[config.mk]
export PLATFORM = sky130hd
export DESIGN_NAME = adc_trig_qualifier
export DESIGN_NICKNAME = d
export VERILOG_FILES = /design/src/rtl/adc_trig_pkg.sv /design/src/rtl/adc_trig_sync.sv /design/src/rtl/adc_trig_runlen.sv /design/src/rtl/adc_trig_qualifier.sv
export SDC_FILE = /design/constraint.sdc
export NUM_CORES = 1
export LEC_CHECK = 0
export ABC_CLOCK_PERIOD_IN_PS = 800
export BUFFER_PORTS_ARGS = -buffer_cell sky130_fd_sc_hd__buf_2
export CORE_AREA = 2 2 39 41
export CTS_BUF_LIST = sky130_fd_sc_hd__clkbuf_2 sky130_fd_sc_hd__clkbuf_4 sky130_fd_sc_hd__clkbuf_8
export CTS_CLUSTER_DIAMETER = 60
export CTS_CLUSTER_SIZE = 40
export DETAILED_ROUTE_END_ITERATION = 10
export DIE_AREA = 0 0 41 43
export GPL_TIMING_DRIVEN = 0
export HOLD_SLACK_MARGIN = 0.03
export PLACE_DENSITY = 0.65
export SLEW_MARGIN = 10
export SYNTH_ARGS = -nofsm -noshare
export SYNTH_HDL_FRONTEND = slang
export SYNTH_HIERARCHICAL = 1
export SYNTH_SLANG_ARGS = --single-unit
export TNS_END_PERCENT = 20
[constraint.sdc]
create_clock -name clk -period 0.8 [get_ports clk]
set_input_delay 0.08 -clock clk [delete_from_list [all_inputs] [get_ports clk]]
set_output_delay 0.08 -clock clk [all_outputs]
set_load 0.01 [all_outputs]
[src/rtl/adc_trig_pkg.sv]
package adc_trig_pkg;
  typedef enum logic [1:0] {
    COND_LOW  = 2'b00,
    COND_HIGH = 2'b01,
    COND_FALL = 2'b10,
    COND_RISE = 2'b11
  } trig_cond_e;

  localparam logic [1:0] SRC_EXT_PIN = 2'b00;
endpackage

[src/rtl/adc_trig_sync.sv]
module adc_trig_sync #(
  parameter int STAGES = 2
) (
  input  logic clk,
  input  logic rst_n,
  input  logic d,
  output logic q
);
  logic [STAGES-1:0] chain_q;
  logic [STAGES-1:0] chain_n;

  always_comb begin
    chain_n[0] = d;
  end

  generate
    for (genvar i = 1; i < STAGES; i++) begin : g_stage
      always_comb begin
        chain_n[i] = chain_q[i-1];
      end
    end
  endgenerate

  always_ff @(posedge clk or negedge rst_n) begin
    if (!rst_n) begin
      chain_q <= '0;
    end else begin
      chain_q <= chain_n;
    end
  end

  assign q = chain_q[STAGES-1];
endmodule

[src/rtl/adc_trig_runlen.sv]
module adc_trig_runlen #(
  parameter int LEVEL_HOLD = 8,
  parameter int EDGE_HOLD  = 4,
  localparam int CNT_W     = $clog2(LEVEL_HOLD + 1)
) (
  input  logic             clk,
  input  logic             rst_n,
  input  logic             level_in,
  output logic [CNT_W-1:0] run_now,
  output logic [CNT_W-1:0] run_prior
);
  localparam logic [CNT_W-1:0] SAT_RUN  = CNT_W'(LEVEL_HOLD);
  localparam logic [CNT_W-1:0] SAT_OLD  = CNT_W'(EDGE_HOLD);
  localparam logic [CNT_W-1:0] ONE_RUN  = CNT_W'(1);

  logic             level_q;
  logic [CNT_W-1:0] run_q;
  logic [CNT_W-1:0] prior_q;
  logic             changed;
  logic             adv_en;
  logic [CNT_W-1:0] run_n;
  logic [CNT_W-1:0] prior_n;

  always_comb begin
    changed = level_in ^ level_q;
    adv_en  = 1'b1;
    if (changed) begin
      run_n   = ONE_RUN;
      prior_n = (run_q >= SAT_OLD) ? SAT_OLD : run_q;
    end else begin
      run_n   = (run_q >= SAT_RUN) ? SAT_RUN : run_q + ONE_RUN;
      prior_n = prior_q;
    end
  end

  always_ff @(posedge clk or negedge rst_n) begin
    if (!rst_n) begin
      level_q <= 1'b0;
      run_q   <= '0;
      prior_q <= '0;
    end else if (adv_en) begin
      level_q <= level_in;
      run_q   <= run_n;
      prior_q <= prior_n;
    end
  end

  assign run_now   = run_n;
  assign run_prior = prior_n;
endmodule

[src/rtl/adc_trig_qualifier.sv]
module adc_trig_qualifier
  import adc_trig_pkg::*;
#(
  parameter int SYNC_STAGES = 2,
  parameter int LEVEL_HOLD  = 8,
  parameter int EDGE_HOLD   = 4
) (
  input  logic       clk,
  input  logic       rst_n,
  input  logic       pin_raw,
  input  logic       trig_en,
  input  logic [1:0] trig_cond,
  input  logic [1:0] trig_src,
  input  logic       seq_busy,
  output logic       start_pulse
);
  localparam int CNT_W = $clog2(LEVEL_HOLD + 1);
  localparam logic [CNT_W-1:0] LVL_MIN  = CNT_W'(LEVEL_HOLD);
  localparam logic [CNT_W-1:0] EDGE_MIN = CNT_W'(EDGE_HOLD);

  logic             rst_core_n;
  logic             pin_sync;
  logic [CNT_W-1:0] run_now;
  logic [CNT_W-1:0] run_prior;
  logic [1:0]       src_q;
  logic [1:0]       src_n;
  logic             src_en;
  logic             start_q;
  logic             start_n;
  logic             at_target;
  logic             level_ok;
  logic             edge_ok;
  logic             blocked;
  trig_cond_e       cond;

  // Reset: asserted asynchronously, released after the synchroniser depth
  adc_trig_sync #(.STAGES(SYNC_STAGES)) u_rst_sync (
    .clk   (clk),
    .rst_n (rst_n),
    .d     (1'b1),
    .q     (rst_core_n)
  );

  adc_trig_sync #(.STAGES(SYNC_STAGES)) u_pin_sync (
    .clk   (clk),
    .rst_n (rst_core_n),
    .d     (pin_raw),
    .q     (pin_sync)
  );

  adc_trig_runlen #(
    .LEVEL_HOLD (LEVEL_HOLD),
    .EDGE_HOLD  (EDGE_HOLD)
  ) u_runlen (
    .clk       (clk),
    .rst_n     (rst_core_n),
    .level_in  (pin_sync),
    .run_now   (run_now),
    .run_prior (run_prior)
  );

  always_comb begin
    cond      = trig_cond_e'(trig_cond);
    // bit 0 of the condition is the level seen when the event completes
    at_target = (pin_sync == trig_cond[0]);
    level_ok  = 1'b0;
    edge_ok   = 1'b0;
    unique case (cond)
      COND_LOW, COND_HIGH: level_ok = at_target && (run_now >= LVL_MIN);
      COND_FALL, COND_RISE: edge_ok = at_target && (run_now == EDGE_MIN)
                                      && (run_prior >= EDGE_MIN);
      default: ;
    endcase
    blocked = seq_busy | start_q;
    start_n = (level_ok | edge_ok) && trig_en && (src_q == SRC_EXT_PIN) && !blocked;
    src_en  = !trig_en;
    src_n   = trig_src;
  end

  always_ff @(posedge clk or negedge rst_core_n) begin
    if (!rst_core_n) begin
      src_q <= SRC_EXT_PIN;
    end else if (src_en) begin
      src_q <= src_n;
    end
  end

  always_ff @(posedge clk or negedge rst_core_n) begin
    if (!rst_core_n) begin
      start_q <= 1'b0;
    end else begin
      start_q <= start_n;
    end
  end

  assign start_pulse = start_q;
endmodule

==> results.ini <==
[grt]
grt_usage_pct=11.8
grt_overflow=0
grt_max_degree=13
grt_pass1_vias=365
grt_antenna_before_repair=0
grt_pass1_wl_mm=1.38

[detailed_routing]
wl_um=789
viasPerCell=4.60
drc_errors=0
drt-wirelength-per-cell_um=10.5
drt_iter0_drc=0
drtPass1Iterations=1
postRouteAntennaNets=0
vias=345

[clock_network]
cts_tree=built
cts_sinks=14
cts_max_level=1
clk_path_buf_depth=2
clock-root-buffer=clkbuf_4
cts_made_buffers=3
clock_latency_ns=0.27
clkTransAtPathRegs_ns=0.08

[timing]
final_hold_viol_count=0
slew_violations=0
layout_setup_ws_ns=-0.713
period_needed_ns=1.51
fin_skew_ns=0.00543
max_freq_mhz=661
finalSetupViolCount=9
rsz0062_at_grt=yes
fin_crit_sh_pct=189

[floorplanning]
initial_core_util_pct=39.6
core_region_area_um2=1380
dieWidth_um=41
row_count=14
dieHeight_um=43
dieArea_um2=1760
pin_count=10

[layout]
drive_gt1_share_pct=40.7
syn_to_final_growth_pct=34.7
nets=71
layout_common_cells=dfrtp_1 (13), buf_2 (9), inv_1 (5)
final_common_cell=dfrtp_1
final_area_um2=738
antenna_cells=0

[run_status]
violations=negative setup slack
outcome=complete, but fails checks

[placement]
io_buffer_count=9
gp_congestion=0.658
pre_cts_slack_ns=-0.752
hpwlAfterDp_um=545
place_area_um2=616

[hold_path]
hp-class=in2reg
worstHoldStart=trig_src[1]

[yosys]
syn_avg_cell_area_um2=13.7
syn_inst=40
yosysWarnings=6
synth_nets=51
synthesis.area_um2=548

[power]
powerDensity_nw_per_um2=2240
power.leakage_uw=0.000340
vdd_drop_max_uv=1490

[setup_path]
crit_path_start_kind=flip-flop
crit_path_start=u_runlen/level_q
r2r_start=u_runlen/level_q
path_class=reg2reg
worstPathRequired_ns=0.99
path_max_fanout=6
crit_arrival_ns=1.70
cp-end-kind=flip-flop

[job]
drv_cap=0

## metrics by stage
stage / hold WS, ns / instances / power, µW / setup TNS, ns / utilization (%)
after global routing: 0.0295 / 75 / 1770 / -2.44 / 53.3
after floorplan: -0.216 / 40 / 1040 / -1.36 / -
after CTS: 0.0273 / 74 / 1640 / -2.06 / 50.4
after detailed placement: -0.133 / 65 / 1100 / -2.02 / 44.5
final: 0.0413 / 75 / 1660 / -1.97 / 53.3
after global placement: -0.135 / 65 / 1100 / -2.05 / 44.5
## report_power, final
part / internal, µW / switching (µW)
sequential: 796 / 71.6
combinational: 175 / 136
clock: 276 / 202
## worst max-delay path: stages, from the launching register on
cell and delay (ns):
dfrtp_1 0.43, xor2_4 0.22, o21bai_1 0.22, nor4b_4 0.26, o21ai_1 0.12, a211oi_2 0.19
## sequential cells by signal (all words and copies together), names as in the netlist
signal / cells
u_runlen/prior_q: 2
src_q: 2
u_pin_sync/chain_q: 2
u_runlen/run_q: 4
u_runlen/level_q: 1
u_rst_sync/chain_q: 2
start_pulse: 1
## routing by layer
metal	vias up	part of all wire [%]	global-route usage, %
li1	170	-	-
met2	9	53	18.8
met5	-	0	0
met1	166	42	13.6
met3	0	4.4	5.24
met4	0	0	4.00
## final cells by class
type / count / area [µm²]
Clock buffer: 4 / 36.3
Fill cell: 123 / 646
Inverter: 5 / 18.8
Multi-Input combinational cell: 21 / 211
Sequential cell: 14 / 352
Tap cell: 16 / 20.0
Timing Repair Buffer: 15 / 100
## worst paths after layout
kind,cells past startpoint,end,slack (ns)
setup / recovery,5,start_pulse,-0.71
hold / removal,2,src_q[1],0.04
setup reg to reg,5,start_pulse,-0.71
hold reg to reg,0,start_pulse,0.19
max in group asynchronous,0,u_pin_sync/chain_q[1],0.27
min in group asynchronous,2,u_rst_sync/chain_q[0],0.12
## repair_timing
item | CTS | global route
pin swaps | 1 | 0
resized for setup | 0 | 5
endpoints found under the hold margin | 6 | 2
cloned | 0 | 0
hold buffers | 3 | 1
setup buffers | 2 | 0
endpoints found under the setup margin | 8 | 8
(Power assumes the default switching activity.)
